`src/rtl/rtcc_pkg.sv`:
```
package rtcc_pkg;
  typedef enum logic [1:0] {
    ADR_CFG = 2'd0,
    ADR_VHI = 2'd1,
    ADR_VLO = 2'd2,
    ADR_KEY = 2'd3
  } rtcc_addr_e;

  typedef struct packed {
    logic [7:0] sec;
    logic [7:0] min;
    logic [7:0] hour;
    logic [7:0] wday;
    logic [7:0] day;
    logic [7:0] mon;
    logic [7:0] year;
  } rtcc_time_t;

  localparam logic [7:0] KEY_FIRST  = 8'h55;
  localparam logic [7:0] KEY_SECOND = 8'hAA;

  function automatic logic [7:0] bcd_inc(input logic [7:0] v);
    if (v[3:0] == 4'h9) return {v[7:4] + 4'h1, 4'h0};
    return v + 8'h01;
  endfunction

  function automatic logic [7:0] month_last_day(input logic [7:0] mon);
    case (mon)
      8'h02:                      return 8'h28;
      8'h04, 8'h06, 8'h09, 8'h11: return 8'h30;
      default:                    return 8'h31;
    endcase
  endfunction
endpackage

```
`src/rtl/rtcc_keycfg.sv`:
```
module rtcc_keycfg
  import rtcc_pkg::*;
(
  input  logic       clk,
  input  logic       rst,
  input  logic       acc,
  input  logic       cfg_wr,
  input  logic       key_wr,
  input  logic [7:0] wdata,
  output logic       en,
  output logic       wren,
  output logic       oe
);
  typedef enum logic [1:0] {K_IDLE, K_GOT1, K_ARMED} key_st_e;
  key_st_e st;

  always_ff @(posedge clk) begin
    if (rst) begin
      st <= K_IDLE;
    end else if (acc) begin
      if (key_wr && wdata == KEY_FIRST)
        st <= K_GOT1;
      else if (st == K_GOT1 && key_wr && wdata == KEY_SECOND)
        st <= K_ARMED;
      else
        st <= K_IDLE;
    end
  end

  always_ff @(posedge clk) begin
    if (rst) begin
      en   <= 1'b0;
      wren <= 1'b0;
      oe   <= 1'b0;
    end else if (cfg_wr) begin
      wren <= (st == K_ARMED) ? wdata[5] : (wren & wdata[5]);
      if (wren) en <= wdata[7];
      oe <= wdata[2];
    end
  end

  assert_wren_key_R6: assert property (@(posedge clk) disable iff (rst)
    (!wren && st != K_ARMED) |=> !wren);
  assert_en_lock_R5: assert property (@(posedge clk) disable iff (rst)
    !wren |=> $stable(en));
endmodule

```
`src/rtl/rtcc_winptr.sv`:
```
module rtcc_winptr #(
  parameter int PTR_W = 2
) (
  input  logic             clk,
  input  logic             rst,
  input  logic             cfg_wr,
  input  logic [PTR_W-1:0] wptr,
  input  logic             hi_acc,
  output logic [PTR_W-1:0] ptr
);
  always_ff @(posedge clk) begin
    if (rst)                          ptr <= '0;
    else if (cfg_wr)                  ptr <= wptr;
    else if (hi_acc && ptr != '0)     ptr <= ptr - 1'b1;
  end

  assert_ptr_dec_R3: assert property (@(posedge clk) disable iff (rst)
    (hi_acc && !cfg_wr && ptr != '0) |=> ptr == $past(ptr) - 1'b1);
  assert_ptr_sat_R3: assert property (@(posedge clk) disable iff (rst)
    (hi_acc && !cfg_wr && ptr == '0) |=> ptr == '0);
endmodule

```
`src/rtl/rtcc_timebase.sv`:
```
module rtcc_timebase #(
  parameter int TICKS_PER_SEC = 32768,
  parameter int SYNC_WIN      = 32
) (
  input  logic clk,
  input  logic rst,
  input  logic run,
  input  logic sec_wr,
  output logic tick,
  output logic halfsec,
  output logic sync
);
  localparam int PW = $clog2(TICKS_PER_SEC);
  localparam logic [PW-1:0] LAST    = PW'(TICKS_PER_SEC - 1);
  localparam logic [PW-1:0] HALF    = PW'(TICKS_PER_SEC / 2);
  localparam logic [PW-1:0] SYNC_AT = PW'(TICKS_PER_SEC - SYNC_WIN);

  logic [PW-1:0] presc;

  always_ff @(posedge clk) begin
    if (rst || sec_wr)  presc <= '0;
    else if (run)       presc <= (presc == LAST) ? '0 : presc + 1'b1;
  end

  assign tick    = run && !sec_wr && presc == LAST;
  assign halfsec = presc >= HALF;
  assign sync    = run && presc >= SYNC_AT;

  assert_halfsec_clr_R7: assert property (@(posedge clk) disable iff (rst)
    sec_wr |=> !halfsec);
  assert_tick_in_sync_R8: assert property (@(posedge clk) disable iff (rst)
    tick |-> sync);
endmodule

```
`src/rtl/rtcc_calendar.sv`:
```
module rtcc_calendar
  import rtcc_pkg::*;
(
  input  logic       clk,
  input  logic       rst,
  input  logic       tick,
  input  logic       wr_hi,
  input  logic       wr_lo,
  input  logic [1:0] ptr,
  input  logic [7:0] wdata,
  output rtcc_time_t cal
);
  rtcc_time_t nxt;

  always_comb begin
    nxt = cal;
    if (tick) begin
      nxt.sec = (cal.sec == 8'h59) ? 8'h00 : bcd_inc(cal.sec);
      if (cal.sec == 8'h59) begin
        nxt.min = (cal.min == 8'h59) ? 8'h00 : bcd_inc(cal.min);
        if (cal.min == 8'h59) begin
          nxt.hour = (cal.hour == 8'h23) ? 8'h00 : bcd_inc(cal.hour);
          if (cal.hour == 8'h23) begin
            nxt.wday = (cal.wday == 8'h06) ? 8'h00 : bcd_inc(cal.wday);
            nxt.day  = (cal.day == month_last_day(cal.mon)) ? 8'h01 : bcd_inc(cal.day);
            if (cal.day == month_last_day(cal.mon)) begin
              nxt.mon = (cal.mon == 8'h12) ? 8'h01 : bcd_inc(cal.mon);
              if (cal.mon == 8'h12)
                nxt.year = (cal.year == 8'h99) ? 8'h00 : bcd_inc(cal.year);
            end
          end
        end
      end
    end
    if (wr_lo) begin
      case (ptr)
        2'd0: nxt.sec  = wdata;
        2'd1: nxt.hour = wdata;
        2'd2: nxt.day  = wdata;
        2'd3: nxt.year = wdata;
      endcase
    end
    if (wr_hi) begin
      case (ptr)
        2'd0:    nxt.min  = wdata;
        2'd1:    nxt.wday = wdata;
        2'd2:    nxt.mon  = wdata;
        default: ;
      endcase
    end
  end

  always_ff @(posedge clk) begin
    if (rst) cal <= '{sec: 8'h00, min: 8'h00, hour: 8'h00, wday: 8'h00,
                      day: 8'h01, mon: 8'h01, year: 8'h00};
    else     cal <= nxt;
  end
endmodule

```
`src/rtl/rtcc_regfront.sv`:
```
module rtcc_regfront
  import rtcc_pkg::*;
#(
  parameter int TICKS_PER_SEC = 32768,
  parameter int SYNC_WIN      = 32
) (
  input  logic       clk,
  input  logic       rst,
  input  logic       bus_wr,
  input  logic       bus_rd,
  input  logic [1:0] bus_addr,
  input  logic [7:0] bus_wdata,
  output logic [7:0] bus_rdata,
  output logic       rtc_out
);
  rtcc_addr_e adr;
  logic acc, do_rd, cfg_wr, key_wr, hi_acc, val_wr, wr_hi, wr_lo, sec_wr;
  logic en, wren, oe, tick, halfsec, sync;
  logic [1:0] ptr;
  rtcc_time_t cal;
  logic [7:0] hi_sel, lo_sel;

  assign adr    = rtcc_addr_e'(bus_addr);
  assign acc    = bus_wr | bus_rd;
  assign do_rd  = bus_rd & ~bus_wr;
  assign cfg_wr = bus_wr && adr == ADR_CFG;
  assign key_wr = bus_wr && adr == ADR_KEY;
  assign hi_acc = acc && adr == ADR_VHI;
  assign val_wr = bus_wr && (adr == ADR_VHI || adr == ADR_VLO);
  assign wr_hi  = bus_wr && wren && adr == ADR_VHI;
  assign wr_lo  = bus_wr && wren && adr == ADR_VLO;
  assign sec_wr = wr_lo && ptr == 2'd0;

  rtcc_keycfg u_keycfg (
    .clk(clk), .rst(rst), .acc(acc), .cfg_wr(cfg_wr), .key_wr(key_wr),
    .wdata(bus_wdata), .en(en), .wren(wren), .oe(oe)
  );

  rtcc_winptr #(.PTR_W(2)) u_winptr (
    .clk(clk), .rst(rst), .cfg_wr(cfg_wr), .wptr(bus_wdata[1:0]),
    .hi_acc(hi_acc), .ptr(ptr)
  );

  rtcc_timebase #(.TICKS_PER_SEC(TICKS_PER_SEC), .SYNC_WIN(SYNC_WIN)) u_timebase (
    .clk(clk), .rst(rst), .run(en), .sec_wr(sec_wr),
    .tick(tick), .halfsec(halfsec), .sync(sync)
  );

  rtcc_calendar u_calendar (
    .clk(clk), .rst(rst), .tick(tick), .wr_hi(wr_hi), .wr_lo(wr_lo),
    .ptr(ptr), .wdata(bus_wdata), .cal(cal)
  );

  always_comb begin
    case (ptr)
      2'd0: begin hi_sel = cal.min;  lo_sel = cal.sec;  end
      2'd1: begin hi_sel = cal.wday; lo_sel = cal.hour; end
      2'd2: begin hi_sel = cal.mon;  lo_sel = cal.day;  end
      default: begin hi_sel = 8'h00; lo_sel = cal.year; end
    endcase
  end

  always_ff @(posedge clk) begin
    if (rst) begin
      bus_rdata <= 8'h00;
      rtc_out   <= 1'b0;
    end else begin
      rtc_out <= en & oe & halfsec;
      if (do_rd) begin
        case (adr)
          ADR_CFG: bus_rdata <= {en, 1'b0, wren, sync, halfsec, oe, ptr};
          ADR_VHI: bus_rdata <= hi_sel;
          ADR_VLO: bus_rdata <= lo_sel;
          default: bus_rdata <= 8'h00;
        endcase
      end
    end
  end

  assert_locked_R4: assert property (@(posedge clk) disable iff (rst)
    (val_wr && !wren && !tick) |=> $stable(cal));
  assert_out_off_R10: assert property (@(posedge clk) disable iff (rst)
    !en |=> !rtc_out);
  assert_hold_R10: assert property (@(posedge clk) disable iff (rst)
    (!en && !wr_hi && !wr_lo) |=> $stable(cal));
  assert_rdata_hold_R12: assert property (@(posedge clk) disable iff (rst)
    !do_rd |=> $stable(bus_rdata));
endmodule

```
`config.mk`:
```
export PLATFORM = sky130hd
export DESIGN_NAME = rtcc_regfront
export DESIGN_NICKNAME = d
export VERILOG_FILES = /design/src/rtl/rtcc_pkg.sv /design/src/rtl/rtcc_keycfg.sv /design/src/rtl/rtcc_winptr.sv /design/src/rtl/rtcc_timebase.sv /design/src/rtl/rtcc_calendar.sv /design/src/rtl/rtcc_regfront.sv
export SDC_FILE = /design/constraint.sdc
export NUM_CORES = 1
export LEC_CHECK = 0
export ABC_CLOCK_PERIOD_IN_PS = 2400
export BUFFER_PORTS_ARGS = -buffer_cell sky130_fd_sc_hd__buf_4
export CORE_ASPECT_RATIO = 0.6
export CORE_MARGIN = 2
export CORE_UTILIZATION = 53
export DETAILED_ROUTE_END_ITERATION = 10
export HOLD_SLACK_MARGIN = 0.02
export PLACE_DENSITY = 0.7
export SLEW_MARGIN = 20
export SYNTH_ARGS = -nofsm -noshare
export SYNTH_HDL_FRONTEND = slang
export SYNTH_SLANG_ARGS = --single-unit
export TNS_END_PERCENT = 10
```
`constraint.sdc`:
```
create_clock -name clk -period 2.4 [get_ports clk]
set_clock_uncertainty 0.05 [all_clocks]
set_input_delay 0.6 -clock clk [delete_from_list [all_inputs] [get_ports clk]]
set_output_delay 0.6 -clock clk [all_outputs]
set_load 0.05 [all_outputs]
```
==> qor.csv <==
metric,value,unit
ys.flop_type,dfxtp_1,
clkSlewWorstSetupHoldPaths,0.07,ns
async_reset_ff_frac,0,
yosysMostFrequentCell,nor2_1,
gp_congestion,0.9933,
cts_tree,yes,
clock_latency,0.35,ns
die_h,86.41,um
core_area,11150,um^2
hp-start,bus_rdata[4],
wl_per_cell,19.89,um
leakagePower,2.632,nW
synth-edff-count,0,
wl,19.41,mm
hold_violations,0,
cp.required,2.59,ns
final.setup.worst_slack,0.03274,ns
drc,0,
setup_viol,0,
outcome,"complete, no violations",
rr_startpoint,u_calendar.cal[13],
grt_max_degree,37,
whs_path_depth,2,
timing.fmax,0.4224,GHz
start_util,0.5382,
fin_total_pwr,3.136,mW
antenna_found_initial,0,
via_count,6344,
final_area,7127,um^2
num_io_pins,23,
tightest_slew,0.7252,ns
overflow,0,
clk_path_buf_depth,2,
cp-start-kind,flop,
fin_util,0.6393,
slew_viol_final,0,
post-route-period-util,0.9864,
layout-drive-gt1-share,0.1923,
place_ws,-0.1769,ns
synth_seq_area_share,0.2903,
r2r_slack,0.03,ns
yosys_warnings,0,
cp_data_arrival_time,2.56,ns
die_w,141.4,um
ctsHoldBuffers,0,
endpoint_kind,flop,
cts_root_buf,clkbuf_16,
maxCapViolCount,0,
h-tree-depth,3,
rows,30,
final.setup.tns,0,ns
dieArea,12210,um^2
via_per_inst,6.500,
synth_cell_types,69,
track_usage,0.3154,
netlist.area_leader.share,0.2903,
grt_pass1_wl,29.95,mm
max_slew_margin,0.5166,
detail_route.iter0.violations,836,
portBuffers,22,
synth_area_leaders,"dfxtp_1 (29%), nor2_1 (6.5%), ha_1 (6.3%)",
power_density,440.0,nW/um^2
diodes,0,
synthToLayoutAreaGrowth,18.79,%
synth_area_per_cell,7.741,um^2
grt_pass1_vias,5633,
critPathMaxFanout,4,
final_nets,871,
hpwl,13.94,mm
yosys-top-cells-count,"nor2_1 (104), dfxtp_1 (87), nand2_1 (69)",
r2r_cells,9,
synth-seq-cells,87,
syn-num-nets,819,
vdd_drop_max,350.9,uV
hold_class,reg -> reg,
min_to,bus_rdata[4],
drtPass1Iterations,7,
rsz0062_at_grt,yes,
synth_top_area_cell,dfxtp_1,
drtAntennaViolNets,0,
syn_area,6000,um^2
cts_made_buffers,9,
numClockSinks,87,
min_period,2.367,ns
placed_area,6646,um^2
worstSetupPathType,reg -> reg,
reg2reg_to,u_calendar.cal[6],
synthCells,775,
## area by class of cell
type	count	area, um^2
inverter	27	101.3
sequential	87	1748
timing repair buffer	104	784.5
clock inverter	7	65.06
clock buffer	9	225.2
multi-input combinational	598	4023
fill	942	4021
tap	144	180.2
## sequential cells by signal, summed over array words and instances, names as in the netlist
signal / cells
u_winptr.ptr: 2
u_calendar.cal: 56
u_timebase.presc: 15
u_keycfg.oe: 1
rtc_out: 1
u_keycfg.en: 1
bus_rdata: 8
u_keycfg.wren: 1
u_keycfg.st: 2
## metal layers
| layer | track usage | part of all wire | vias to the layer above |
|---|---|---|---|
| met5 | 0 | 0 | - |
| met4 | 0.07636 | 0.017 | 0 |
| met3 | 0.06796 | 0.12 | 39 |
| met2 | 0.4563 | 0.40 | 357 |
| met1 | 0.4756 | 0.46 | 2979 |
| li1 | - | - | 2969 |
## critical path: stages, from the launching register on
cell and delay, ns:
dfxtp_2 0.33, inv_1 0.08, ha_2 0.21, mux2i_4 0.18, o32ai_4 0.14, a21oi_4 0.25
buf_6 0.14, o21ai_1 0.08, or4_1 0.53, a32o_1 0.27
## kinds of logic (layout without fill, tap and decap cells)
kind of cell / Yosys count / in the layout / synth area share
flops: 87 / 87 / 0.2903
mux: 20 / 20 / 0.03399
simple gates: 339 / 339 / 0.2945
fa+ha+maj: 30 / 30 / 0.06257
xor+xnor: 25 / 25 / 0.03650
compound gates: 184 / 184 / 0.2204
buf+inv: 90 / 147 / 0.06173
## power breakdown
part	switching [mW]	internal [mW]	total [mW]
combinational	0.173	0.0727	0.246
sequential	0.0132	1.45	1.47
clock	0.693	0.729	1.42
total	0.879	2.26	3.14
## cell usage in the layout, fill, tap and decap left out, types with 4 or more instances in the layout
cell and count:
nor4_1 9, o221ai_1 6, nand2b_1 8, a21o_1 4
inv_1 25, nand4b_1 7, a21oi_1 31, xnor2_1 12
o21ai_0 43, and3_1 12, and4_1 5, or3_1 9
nand4_1 15, nor3b_1 4, a31oi_1 5, dfxtp_1 82
nor3_1 17, o211ai_1 9, nand3_1 35, nand3b_1 5
buf_4 103, a222oi_1 16, a211oi_1 17, mux2i_1 16
ha_1 25, dfxtp_2 5, a311oi_1 20, nand2_1 69
nor2b_1 6, and3b_1 4, clkbuf_16 9, nor2_1 104
and2_1 7, xor2_1 13
## through the flow
stage          instances  hold slack (ns)
3_5_place_dp         954           0.4557
2_1_floorplan        775           0.4222
4_1_cts              970           0.4733
5_1_grt              976           0.4930
6_report             976           0.4822
3_3_place_gp         954           0.4417
## worst max-delay path by stage
stage                  startpoint            endpoint  slack [ns]  cells past startpoint
2_1_floorplan  u_calendar.cal[48]   u_calendar.cal[1]        0.03                      9
4_1_cts        u_calendar.cal[12]   u_calendar.cal[3]       -0.01                      8
6_report       u_calendar.cal[13]   u_calendar.cal[6]        0.03                      9
3_5_place_dp   u_calendar.cal[12]   u_calendar.cal[6]       -0.18                      8
3_3_place_gp   u_calendar.cal[12]   u_calendar.cal[6]        0.05                      8
5_1_grt        u_calendar.cal[41]  u_calendar.cal[14]       -0.05                      9
## what timing repair did
item                       4_1_cts  5_1_grt
hold endpoints to repair         0        0
setup buffers                    0        6
gates resized for setup          4       33
setup endpoints to repair        9       16
pin swaps                        1       13
Power figures use the tool's default switching activity.
